===== config.mk =====
export PLATFORM = sky130hd
export DESIGN_NAME = hostport_par
export DESIGN_NICKNAME = d
export VERILOG_FILES = /design/src/rtl/hp_pkg.sv /design/src/rtl/hp_sync.sv /design/src/rtl/hp_reader.sv /design/src/rtl/hp_store.sv /design/src/rtl/hostport_par.sv
export SDC_FILE = /design/constraint.sdc
export NUM_CORES = 1
export LEC_CHECK = 0
export ABC_AREA = 1
export BUFFER_PORTS_ARGS = -buffer_cell sky130_fd_sc_hd__clkbuf_2
export CORE_AREA = 2 2 167 169
export CTS_CLUSTER_DIAMETER = 80
export DETAILED_ROUTE_END_ITERATION = 12
export DIE_AREA = 0 0 169 171
export GPL_TIMING_DRIVEN = 0
export PLACE_DENSITY = 0.79
export SETUP_SLACK_MARGIN = 0.1
export SKIP_CTS_REPAIR_TIMING = 1
export SYNTH_ARGS = -nofsm -noshare
export SYNTH_HDL_FRONTEND = slang
export SYNTH_SLANG_ARGS = --single-unit

===== constraint.sdc =====
create_clock -name clk -period 3.95 [get_ports clk]
set_input_delay 0.395 -clock clk [delete_from_list [all_inputs] [get_ports clk]]
set_output_delay 0.395 -clock clk [all_outputs]
set_load 0.05 [all_outputs]

===== src/rtl/hp_pkg.sv =====
package hp_pkg;
  localparam int BYTE_W = 8;
  typedef logic [BYTE_W-1:0] byte_t;
endpackage


===== src/rtl/hp_sync.sv =====
module hp_sync #(
  parameter int   STAGES  = 2,
  parameter logic RST_VAL = 1'b1
) (
  input  logic clk,
  input  logic rst_n,
  input  logic d,
  output logic q
);
  logic [STAGES-1:0] chain;

  generate
    for (genvar s = 0; s < STAGES; s++) begin : g_stage
      always_ff @(posedge clk or negedge rst_n) begin
        if (!rst_n) chain[s] <= RST_VAL;
        else if (s == 0) chain[s] <= d;
        else chain[s] <= chain[(s == 0) ? 0 : s-1];
      end
    end
  endgenerate

  assign q = chain[STAGES-1];
endmodule


===== src/rtl/hp_reader.sv =====
module hp_reader
  import hp_pkg::*;
#(
  parameter int REC_BYTES   = 36,
  parameter int PACE_CYCLES = 8
) (
  input  logic                      clk,
  input  logic                      rst_n,
  input  logic                      en,
  input  logic                      rec_valid,
  input  logic [REC_BYTES*BYTE_W-1:0] rec_data,
  input  logic                      rd_s,
  output byte_t                     byte_q,
  output logic                      pace_n,
  output logic                      hold_n,
  output logic                      irq_n
);
  localparam int PTR_W = $clog2(REC_BYTES + 1);
  localparam int CNT_W = $clog2(PACE_CYCLES + 1);
  localparam logic [PTR_W-1:0] PTR_END = PTR_W'(REC_BYTES);

  byte_t            mem [REC_BYTES];
  logic [PTR_W-1:0] ptr;
  logic [CNT_W-1:0] cnt;
  logic             rd_prev, pend, active;
  byte_t            sel;

  // stored copy of the record; data only, no reset needed
  always_ff @(posedge clk) begin
    if (rec_valid)
      for (int k = 0; k < REC_BYTES; k++) mem[k] <= rec_data[k*BYTE_W +: BYTE_W];
  end

  // byte select; a saturated pointer selects 0x00
  always_comb begin
    sel = '0;
    for (int k = 0; k < REC_BYTES; k++)
      if (ptr == PTR_W'(k)) sel = mem[k];
  end

  wire rd_fall = en && rd_prev && !rd_s;
  wire rd_rise = en && !rd_prev && rd_s;

  always_ff @(posedge clk or negedge rst_n) begin
    if (!rst_n) begin
      rd_prev <= 1'b1;
      ptr     <= '0;
      cnt     <= '0;
      pend    <= 1'b0;
      active  <= 1'b0;
      byte_q  <= '0;
      pace_n  <= 1'b1;
      hold_n  <= 1'b1;
      irq_n   <= 1'b1;
    end else begin
      rd_prev <= rd_s;
      if (rec_valid) begin
        ptr    <= '0;
        irq_n  <= 1'b0;
        pace_n <= 1'b1;
        hold_n <= 1'b1;
        pend   <= 1'b0;
        active <= 1'b0;
      end else if (rd_fall) begin
        irq_n  <= 1'b1;
        byte_q <= sel;
        pace_n <= 1'b0;
        hold_n <= 1'b1;
        cnt    <= CNT_W'(PACE_CYCLES - 1);
        pend   <= 1'b1;
        active <= 1'b1;
      end else if (rd_rise) begin
        pace_n <= 1'b1;
        hold_n <= 1'b1;
        pend   <= 1'b0;
        active <= 1'b0;
        if (active && ptr != PTR_END) ptr <= ptr + 1'b1;
      end else if (pend) begin
        if (cnt == '0) begin
          pace_n <= 1'b1;
          hold_n <= 1'b0;
          pend   <= 1'b0;
        end else begin
          cnt <= cnt - 1'b1;
        end
      end
    end
  end
endmodule


===== src/rtl/hp_store.sv =====
module hp_store
  import hp_pkg::*;
#(
  parameter int ADDR_W = 3
) (
  input  logic              clk,
  input  logic              rst_n,
  input  logic              en,
  input  logic              st_s,
  input  logic [ADDR_W-1:0] port_addr,
  input  byte_t             dat_i,
  output logic              wr_valid,
  output logic [ADDR_W-1:0] wr_addr,
  output byte_t             wr_data
);
  logic              st_prev;
  logic [ADDR_W-1:0] a_cap;
  byte_t             d_cap;

  always_ff @(posedge clk or negedge rst_n) begin
    if (!rst_n) begin
      st_prev  <= 1'b1;
      a_cap    <= '0;
      d_cap    <= '0;
      wr_valid <= 1'b0;
      wr_addr  <= '0;
      wr_data  <= '0;
    end else begin
      st_prev  <= st_s;
      wr_valid <= 1'b0;
      if (!st_s) begin
        a_cap <= port_addr;
        d_cap <= dat_i;
      end
      if (en && st_s && !st_prev) begin
        wr_valid <= 1'b1;
        wr_addr  <= a_cap;
        wr_data  <= d_cap;
      end
    end
  end
endmodule


===== src/rtl/hostport_par.sv =====
module hostport_par
  import hp_pkg::*;
#(
  parameter int REC_BYTES   = 36,
  parameter int PACE_CYCLES = 8,
  parameter int SYNC_STAGES = 2,
  parameter int ADDR_W      = 3
) (
  input  logic                        clk,
  input  logic                        rst_n,
  input  logic                        ser_mode,
  input  logic                        rec_valid,
  input  logic [REC_BYTES*BYTE_W-1:0] rec_data,
  input  logic                        rd_n,
  input  logic                        st_n,
  input  logic [ADDR_W-1:0]           port_addr,
  input  logic [BYTE_W-1:0]           dat_i,
  output logic [BYTE_W-1:0]           dat_o,
  output logic                        dat_oe,
  output logic                        pace_n,
  output logic                        hold_n,
  output logic                        irq_n,
  output logic                        wr_valid,
  output logic [ADDR_W-1:0]           wr_addr,
  output logic [BYTE_W-1:0]           wr_data
);
  logic  rd_s, st_s, pace_int, hold_int;
  byte_t byte_q;
  wire   par = !ser_mode;

  hp_sync #(.STAGES(SYNC_STAGES), .RST_VAL(1'b1)) i_rd_sync (
    .clk(clk), .rst_n(rst_n), .d(rd_n), .q(rd_s));
  hp_sync #(.STAGES(SYNC_STAGES), .RST_VAL(1'b1)) i_st_sync (
    .clk(clk), .rst_n(rst_n), .d(st_n), .q(st_s));

  hp_reader #(.REC_BYTES(REC_BYTES), .PACE_CYCLES(PACE_CYCLES)) i_reader (
    .clk(clk), .rst_n(rst_n), .en(par), .rec_valid(rec_valid),
    .rec_data(rec_data), .rd_s(rd_s), .byte_q(byte_q),
    .pace_n(pace_int), .hold_n(hold_int), .irq_n(irq_n));

  hp_store #(.ADDR_W(ADDR_W)) i_store (
    .clk(clk), .rst_n(rst_n), .en(par), .st_s(st_s),
    .port_addr(port_addr), .dat_i(dat_i),
    .wr_valid(wr_valid), .wr_addr(wr_addr), .wr_data(wr_data));

  // pin turnaround follows the raw strobe so the host never fights the port
  assign dat_oe = ser_mode || st_n;
  assign dat_o  = ser_mode ? '0 : byte_q;
  assign pace_n = ser_mode || pace_int;
  assign hold_n = ser_mode || hold_int;
endmodule


# Word level (Yosys, flattened, before mapping)
# Memory sizes are Yosys's and may differ from the RTL's.
# Index checks and enable logic that the tools add are counted.
# op_classes
add_sub_neg,2
n_eq_ne,39
mux,68
bitwise,1
n_reduce_logical,27
# op_table
op,count
2-to-1 mux 8 bit,37
== test 6 x 5 -> 1 bit (second input constant),16
== test 6 x 4 -> 1 bit (second input constant),8
== test 6 x 3 -> 1 bit (second input constant),4
== test 6 bit (second input constant),4
2-to-1 mux 6 bit,4
2-to-1 mux 1 bit,23
2-to-1 mux 4 bit,4
== test 6 x 2 -> 1 bit (second input constant),2
nonzero test 2 bit,4
nonzero test 4 bit,2
logical AND 1 bit,7
adder 6 x 1 -> 6 bit (second input constant),1
== test 6 x 1 -> 1 bit (second input constant),1
logical NOT 6 bit,1
!= test 6 bit (second input constant),1
logical NOT 1 bit,4
logical NOT 4 bit,1
!= test 2 x 1 -> 1 bit (second input constant),2
AND reduction 2 bit,2
AND reduction 4 bit,1
subtractor 4 x 1 -> 4 bit (second input constant),1
logical OR 1 bit,3
AND reduction 3 bit,1
other kinds (3),3
# totals
register_bits,52
mem_bits_rw,288
output_inout_bits,24
elab_cells,157
mem_count,1
# mem_list
memory,depth,word_bits,rd,rd_ports_with_merged_regs,wr,line,text
i_reader.mem,36,8,36,0,36,hp_reader.sv:22,byte_t mem [REC_BYTES];

# Longest topological paths before layout
# Gate-level depths: netlist (run 1).
# depth
word_depth,37
mapped_depth,46
mapped_depth_nobuf,46

# By module
# From an unflattened synthesis (run 1), not the netlist that was laid out.
# hier_totals
hier_cells,1406
area_unflattened_um2,14619.0
# modules_own_cells
mod,n_inst,cells_each,area_per_inst_um2
hp_reader,1,1278,13436.6
hp_store,1,100,979.7
hp_sync,2,2,52.6
hostport_par,1,24,97.6

# Worst setup path after synthesis (run 1)
# No wires, ideal clock.
# synth_path
kind,reg2reg
from,register i_reader.ptr[0]
to,register i_reader.byte_q[0]
setup_ns,0.065
t_arrival_ns,2.926
required_ns,3.885
path_slack_ns,0.959
path_stages_with_launch,46
synth_period_minus_slack_ns,2.991
path_cell_list,dfrtp_1 > inv_1 > ha_1 > clkbuf_1 > nand2_1 > nor2_2 > a21oi_1 > nand2_1 > nand2_1 > nand2_1 > nand2_1 > nand2_1 > nand2_1 > nand2_1 > nand2_1 > nand2_1 > nand2_1 > nand2_1 > [10 not listed] > nand2_1 > nand2_1 > nand2_1 > nand2_1 > nand2_1 > nand2_1 > nand2_1 > nand2_1 > nand2_1 > nand2_1 > nand2_1 > nand2_1 > nand2_1 > nand2_1 > nand2_1 > nand2_1 > nand2_1 > nand2_1
# synth_via
elab_chain_len,37
# synth_lines
item,line,text
from (decl),hp_reader.sv:23,logic [PTR_W-1:0] ptr;
from (signal assigned),hp_reader.sv:77,if (active && ptr != PTR_END) ptr <= ptr + 1'b1;
logical NOT 6 bit,hp_reader.sv:38,if (ptr == PTR_W'(k)) sel = mem[k];
2-to-1 mux 8 bit (35 in a row),hp_reader.sv:38,
2-to-1 mux 8 bit (*),hp_reader.sv:38,
to (signal assigned),hp_reader.sv:66,byte_q <= sel;
to (decl),hp_reader.sv:13,"output byte_t byte_q,"
# Mark *: on every way between the ends. The rest lies on a longest branch, timed or not.
# A chain may end at the register's enable or synchronous reset.

# Final worst setup path (run 1)
# layout_path
from,register i_reader.ptr[3]
to,register i_reader.byte_q[4]
# The elaborated chain is that of the path after synthesis.

==> impl_summary.log, run 1 <==
INFO  metric clock_skew = 0.01881 ns
INFO  metric critical_path_class = reg2reg
INFO  metric clock_tree.root_cell = clkbuf_16
INFO  metric ys_seq_area_share = 69.07%
INFO  metric drt_iter0_drc = 863
INFO  metric power.density = approximately 500 nW/µm²
INFO  metric grt_first_pass_wirelength = 53.05 mm
INFO  metric post-dp-hpwl = 25.41 mm
INFO  metric max_cap_viol_count = 0
INFO  metric max_clock_freq = 256.9 MHz
INFO  metric cp_slowest_cell = dfrtp_2
INFO  metric dominantRegCellSynth = edfxtp_1
INFO  metric finalWeightedCongestion = 0.9220
INFO  metric hp-class = in2reg
INFO  metric critPathRequiredTime = 4.35 ns
INFO  metric async_reset_ff_share = 15.29%
INFO  metric synth.top_cells.by_count = 465 x nand2_1, 288 x edfxtp_1, 176 x inv_1
INFO  metric met3_wirelength_from_detailed_routing = 2.189 mm
INFO  metric nNetsFinal = approximately 2100
INFO  metric drc_errors_left = 0
INFO  metric syn-instance-count = 1390
INFO  metric static-leakage-power = 8.297 nW
INFO  metric post-synth-top-area-cell = edfxtp_1
INFO  metric grt_setup_unrepaired = true
INFO  metric rows = 61
INFO  metric max-clock-path-buffers = 3
INFO  metric cpMostUsedCell = nand2_1
INFO  metric synth-edff-count = approximately 290
INFO  metric clk_transition_reported_paths = 0.06 ns
INFO  metric drt_pre_antenna_iters = 6
INFO  metric timing.critical_path.to_type = flip-flop
INFO  metric place_worst_setup_slack = -0.09762 ns
INFO  metric numPortBuffers = between 300 and 400
INFO  metric synth-warning-count = 0
INFO  metric worst_pin_slew = 0.8853 ns
INFO  metric status = finished clean
INFO  metric h-tree-depth = 2
INFO  metric drive_gt1_share = just under 30%
INFO  metric gr-usage-all-layers = a little under a quarter
INFO  metric vias_per_cell = 5.078
INFO  metric route.vias.total = 10990
INFO  metric finalPower = 0.009207 W
INFO  metric syn-mean-instance-area = 10.38 µm²
INFO  metric cts_tree = yes
INFO  metric crit_path_max_incr_delay = 0.45 ns
INFO  metric setup_viol_count_final = 0
INFO  metric netlist-cell-type-count = 32
INFO  metric synth_fp_nets = 1700
INFO  metric timing.max_slew.rel_slack = 40.76%
INFO  metric synth_largest_type_area_fraction = 59.97%
INFO  metric yosys-top-cells-area = edfxtp_1 60%, nand2_1 12%, dfrtp_1 7.5%
INFO  metric critical_path_peak_fanout = 8
INFO  metric design.die.area = 28900 µm²
INFO  metric grt_pass1_vias = 10510
INFO  metric hold_viol = 0
INFO  metric route.met2.wl = 18.06 mm
INFO  metric setup_ws = 0.05776 ns
INFO  metric arrival = 4.29 ns
INFO  metric vdd_ir_drop_max = about 0.0004 V
INFO  metric die_width = roughly 170 µm
INFO  metric pin_count_of_the_biggest_net_entering_global_routing = 125
INFO  metric start_util = 52.78%
INFO  metric cts_sinks = 340
INFO  metric grt_antenna_before_repair = 3
INFO  metric detail_route.wirelength.met1 = 13.84 mm
INFO  metric die_height = 171 µm
INFO  metric average_wire_per_standard_cell = 16.34 µm
INFO  metric final_period_minus_worst_setup_slack = 3.892 ns
INFO  metric hold_depth = 1
INFO  metric worst_setup_path_start_kind = flip-flop
INFO  metric finalCritPeriodShare = 98.54%
INFO  metric summed_instance_area_of_the_synthesized_netlist = 14420 µm²
INFO  metric timing.setup.tns = 0 ns
INFO  metric grt_remaining_overflow = 0
INFO  metric worst_hold_slack = 0.04681 ns
INFO  metric synth-seq-cells = 340
INFO  metric timing_max_transition_violations_final = 0
INFO  metric rr_worst_depth = 39
INFO  metric placeableCoreArea = 27320 µm²
INFO  metric io_pins = 329
INFO  metric clk_latency = between 0.5 and 0.6 ns
INFO  metric library_cell_with_the_highest_instance_count_after_synthesis = nand2_1
INFO  metric detail_route.wirelength = between 30 and 40 mm
INFO  metric cts_inserted_buffers = 37
INFO  metric synthToLayoutAreaGrowth = 27.32%
INFO  metric post_drt_antenna_nets = 0
INFO  metric top_layer_used = met4
-- metrics by stage --
step	instances	area [µm²]	utilization (%)
after floorplan	1390	14420	-
after global placement	2064	16500	60.37
after detailed placement	2066	16560	60.61
after CTS	2134	17830	65.26
after global routing	2164	18360	67.20
final	2164	18360	67.20
-- state kept, by name (all words and copies together) (netlist names), 3 cells and up --
signal	cells
i_reader.mem	288
i_reader.byte_q	8
i_store.d_cap	8
i_store.wr_data	8
i_reader.ptr	6
i_reader.cnt	4
i_store.a_cap	3
i_store.wr_addr	3
-- cell families (layout without fill, tap and decap cells) --
group	after synthesis	in the layout	synth area share, %
fa+ha+maj	5	5	0.4338
buf+inv	214	638	5.657
simple gates	673	674	19.29
other cells	0	3	0
flops	340	340	69.07
compound gates	158	158	5.553
-- routing by layer --
metal | GRT usage [%] | vias to the layer above
met4 | 8.844 | 0
met5 | 0 | -
li1 | - | 5344
met2 | 41.93 | 419
met3 | 3.724 | 93
met1 | 29.69 | 5133
-- layout make-up --
type                       count  area, µm²
clock buffer                  48       1041
timing repair buffer         356       1951
buffer                        31      150.1
inverter                     183      695.7
tap                          346      432.9
multi-input combinational    837       3889
antenna                        3      7.507
fill                        2022       8962
sequential                   340       9963
clock inverter                20      231.5
-- final timing paths --
path                                              startpoint  slack, ns                             end
worst max-delay path             i_reader.ptr[3]$_DFFE_PN0P_       0.06  i_reader.byte_q[4]$_DFFE_PN0P_
worst min-delay path                           rec_data[202]       0.05   i_reader.mem[6][10]$_DFFE_PP_
worst max register to register   i_reader.ptr[3]$_DFFE_PN0P_       0.06  i_reader.byte_q[4]$_DFFE_PN0P_
worst min register to register  i_st_sync.chain[0]$_DFF_PN1_       0.35           i_st_sync.q$_DFF_PN1_
max in group asynchronous                              rst_n       3.09     i_reader.pace_n$_DFFE_PN1P_
min in group asynchronous                              rst_n       0.30  i_store.wr_data[3]$_DFFE_PN0P_
-- cell usage in the layout, fill, tap and decap left out, types with 8 or more instances in the layout --
| cell type | n |
|---|---|
| clkbuf_2 | 329 |
| clkbuf_1 | 31 |
| or2_2 | 30 |
| a21oi_1 | 65 |
| nor2_1 | 102 |
| buf_4 | 17 |
| nand2_1 | 435 |
| dfstp_2 | 9 |
| nand3_1 | 31 |
| inv_1 | 172 |
| edfxtp_1 | 288 |
| nand3_2 | 17 |
| clkinv_1 | 8 |
| dfrtp_1 | 41 |
| nand2_2 | 31 |
| o21ai_0 | 80 |
| clkbuf_16 | 40 |
-- worst max-delay path, delay by kind of cell (launching register included) --
family	cells	cell delay, ns
AOI/OAI and AO/OA	1	0.14
buffers and inverters	1	0.16
DFF	1	0.45
and+or+nand+nor	37	3.02
-- power breakdown --
part	switching [W]	internal, W	total, W
registers	0.000112	0.00426	0.00437
logic	0.000823	0.000461	0.00128
clock network	0.00136	0.00220	0.00356
total	0.00230	0.00691	0.00921
(Power assumes the default switching activity.)
==> run 2, diff against run 1 <==
--- a/config.mk
+++ b/config.mk
@@ -6,15 +6,17 @@
 export NUM_CORES = 1
 export LEC_CHECK = 0
 export ABC_AREA = 1
+export ABC_CLOCK_PERIOD_IN_PS = 3950
 export BUFFER_PORTS_ARGS = -buffer_cell sky130_fd_sc_hd__clkbuf_2
-export CORE_AREA = 2 2 167 169
+export CORE_AREA = 2 2 168 170
 export CTS_CLUSTER_DIAMETER = 80
 export DETAILED_ROUTE_END_ITERATION = 12
-export DIE_AREA = 0 0 169 171
+export DIE_AREA = 0 0 170 172
 export GPL_TIMING_DRIVEN = 0
 export PLACE_DENSITY = 0.79
 export SETUP_SLACK_MARGIN = 0.1
 export SKIP_CTS_REPAIR_TIMING = 1
 export SYNTH_ARGS = -nofsm -noshare
 export SYNTH_HDL_FRONTEND = slang
+export SYNTH_HIERARCHICAL = 1
 export SYNTH_SLANG_ARGS = --single-unit
==> impl_summary.log, run 2 <==
INFO  metric gr-usage-all-layers = 23.57% (-0.16 points)
INFO  metric die_height = 172 µm (+0.58%)
INFO  metric max_clock_freq = 268.6 MHz (+4.5%)
INFO  metric drt_iter0_drc = 861 (-0.23%)
INFO  metric grt_antenna_before_repair = 6 (+3)
INFO  metric hp-class = in2reg
INFO  metric stdcell_count = 2182 (+0.83%)
INFO  metric rows = 61 (unchanged)
INFO  metric library_cell_with_the_highest_instance_count_after_synthesis = nand2_1
INFO  metric grt_remaining_overflow = 0 (unchanged)
INFO  metric synthToLayoutAreaGrowth = 26.77%
INFO  metric synth_fp_nets = 1716 (+0.94%)
INFO  metric timing.setup.tns = 0 ns (unchanged)
INFO  metric cts_inserted_buffers = 37 (unchanged)
INFO  metric critical_path_peak_fanout = 7 (-1)
INFO  metric nNetsFinal = 2111 (+0.72%)
INFO  metric cts_tree = yes
INFO  metric h-tree-depth = 2 (unchanged)
INFO  metric summed_instance_area_of_the_synthesized_netlist = 14620 µm² (+1.4%)
INFO  metric ys_seq_area_share = 68.14% (-0.93 points)
INFO  metric crit_path_max_incr_delay = 0.44 ns (about the same)
INFO  metric syn-instance-count = 1406 (+1.2%)
INFO  metric most_common_cell_after_layout_fill_and_taps_aside = nand2_1
INFO  metric numPortBuffers = 327 (-0.30%)
INFO  metric vias_per_cell = 5.089 (+0.22%)
INFO  metric power.density = 459.4 nW/µm² (-8.4%)
INFO  metric cpMostUsedCell = nand2_1
INFO  metric finalPower = 0.008514 W (-7.5%)
INFO  metric async_reset_ff_share = 15.29% (unchanged)
INFO  metric hold_viol = 0 (unchanged)
INFO  metric timing_max_transition_violations_final = 0 (unchanged)
INFO  metric syn-mean-instance-area = 10.40 µm² (+0.22%)
INFO  metric design.die.area = 29240 µm² (+1.2%)
INFO  metric numPlacedInstances = 2081 (+0.73%)
INFO  metric synth-warning-count = 6 (+6)
INFO  metric grt_setup_unrepaired = true
INFO  metric finalWeightedCongestion = 0.8833 (-4.2%)
INFO  metric clock_tree.root_cell = clkbuf_16
INFO  metric max_cap_viol_count = 0 (unchanged)
INFO  metric clock_skew = 0.01860 ns (-0.0002111 ns)
INFO  metric synth_largest_type_area_fraction = 59.16% (-0.81 points)
INFO  metric status = finished clean
INFO  metric max-clock-path-buffers = 3 (unchanged)
INFO  metric critPathRequiredTime = 4.34 ns (about the same)
INFO  metric placeableCoreArea = 27480 µm² (+0.56%)
INFO  metric cp_slowest_cell = dfrtp_2
INFO  metric synth-seq-cells = 340 (unchanged)
INFO  metric drc_errors_left = 0 (unchanged)
INFO  metric clk_transition_reported_paths = 0.06 ns (about the same)
INFO  metric grt_pass1_vias = 10670 (+1.5%)
INFO  metric synth.top_cells.by_count = 448 x nand2_1, 288 x edfxtp_1, 195 x inv_1
INFO  metric largest_register_ffs = 288 (unchanged)
INFO  metric post-dp-hpwl = 25.95 mm (+2.1%)
INFO  metric drt_pre_antenna_iters = 5 (-1)
INFO  metric critical_path_class = reg2reg
INFO  metric timing.critical_path.to_type = flip-flop
INFO  metric grt_first_pass_wirelength = 53.11 mm (+0.12%)
INFO  metric yosys-top-cells-area = edfxtp_1 59%, nand2_1 12%, dfrtp_1 7.4%
INFO  metric route.vias.total = 11110 (+1.1%)
INFO  metric post-synth-top-area-cell = edfxtp_1
INFO  metric synth-edff-count = 288 (unchanged)
INFO  metric worst_setup_path_start_kind = flip-flop
INFO  metric cts_sinks = 340 (unchanged)
INFO  metric top_register = i_reader/mem
INFO  metric dominantRegCellSynth = edfxtp_1
INFO  metric detail_route.wirelength = 36.04 mm (+1.9%)
INFO  metric io_pins = 329 (unchanged)
INFO  metric drive_gt1_share = 29.80% (+0.32 points)
INFO  metric setup_viol_count_final = 0 (unchanged)
INFO  metric average_wire_per_standard_cell = 16.51 µm (+1.1%)
INFO  metric final_period_minus_worst_setup_slack = 3.723 ns (-0.1691 ns)
INFO  metric layout.cells.most_common_list = 421 x nand2_1, 328 x clkbuf_2, 288 x edfxtp_1
INFO  metric pin_count_of_the_biggest_net_entering_global_routing = 121 (-3.2%)
INFO  metric arrival = 4.11 ns (-0.18 ns)
INFO  metric clk_latency = 0.52 ns (about the same)
INFO  metric worst_pin_slew = 0.6533 ns (-0.2320 ns)
INFO  metric timing.max_slew.rel_slack = 56.28% (+16 points)
INFO  metric die_width = 170 µm (+0.59%)
INFO  metric finalCritPeriodShare = 94.26% (-4.3 points)
INFO  metric start_util = 53.21% (+0.43 points)
INFO  metric vdd_ir_drop_max = 0.0004327 V (+5.4%)
INFO  metric netlist-cell-type-count = 35 (+9.4%)
INFO  metric static-leakage-power = 8.466 nW (+2.0%)
INFO  metric post_drt_antenna_nets = 0 (unchanged)
[run 2: final timing paths]
kind	startpoint	end	slack (ns)	depth (start not counted)
hold / removal	rec_data[243]	i_reader/mem[7][19]$_DFFE_PP_	0.05	1
min in group asynchronous	rst_n	i_store/wr_data[1]$_DFFE_PN0P_	0.35	2
hold reg to reg	i_rd_sync/chain[0]$_DFF_PN1_	i_rd_sync/q$_DFF_PN1_	0.36	0
setup / recovery	i_reader/ptr[3]$_DFFE_PN0P_	i_reader/byte_q[4]$_DFFE_PN0P_	0.23	40
setup reg to reg	i_reader/ptr[3]$_DFFE_PN0P_	i_reader/byte_q[4]$_DFFE_PN0P_	0.23	40
max in group asynchronous	rst_n	i_rd_sync/q$_DFF_PN1_	3.02	3
[run 2: critical path: cells and delay by family (launching register included)]
kind	cells	cell delay (ns)
AND/OR/NAND/NOR	38	2.78
buffers and inverters	2	0.33
flip-flops	1	0.44
[run 2: cell families (layout without fill, tap and decap cells)]
family,after synthesis,after routing,share of synthesized area [%]
adder cells (fa/ha/maj),5,5,0.4279
AO/OA/AOI/OAI,179,179,6.376
buffers and inverters,243,666,6.890
AND/OR/NAND/NOR,638,638,18.11
flip-flops,340,340,68.14
other,0,7,0
XOR/XNOR,1,1,0.05992
[run 2: where the power goes]
| part | switching, W | internal [W] | total [W] |
|---|---|---|---|
| Combinational | 0.000445 | 0.000254 | 0.000699 |
| Clock | 0.00134 | 0.00212 | 0.00347 |
| Sequential | 0.000105 | 0.00424 | 0.00435 |
[run 2: cell type report]
cell class                 instances  area, µm²
antenna                            7      17.52
buffer                            38      249.0
clock buffer                      51       1051
clock inverter                    16      181.4
fill                            2028       8944
inverter                         205      784.5
multi-input combinational        823       3901
sequential                       340       9967
tap                              346      432.9
timing repair buffer             356       1948
[run 2: per-layer routing]
metal	routed length [µm]	global-route usage (%)	up-vias
met5	0	0	-
met4	1340	10.63	0
met3	2604	4.074	85
met2	17740	40.20	472
met1	14350	29.78	5144
li1	-	-	5404
[run 2: per-stage QoR]
| stage | utilization, % | hold slack [ns] | worst slack, ns | cell area, µm² |
|---|---|---|---|---|
| 6_report | 67.45 | 0.05262 | 0.2268 | 18530 |
| 3_5_place_dp | 60.97 | 0.3476 | -0.05228 | 16750 |
| 4_1_cts | 65.46 | -0.03956 | -0.07958 | 17980 |
| 5_1_grt | 67.45 | 0.03289 | -0.09534 | 18530 |
| 3_3_place_gp | 60.74 | 0.3465 | -3.309 | 16690 |
| 2_1_floorplan | - | 0.09941 | 1.048 | 14620 |
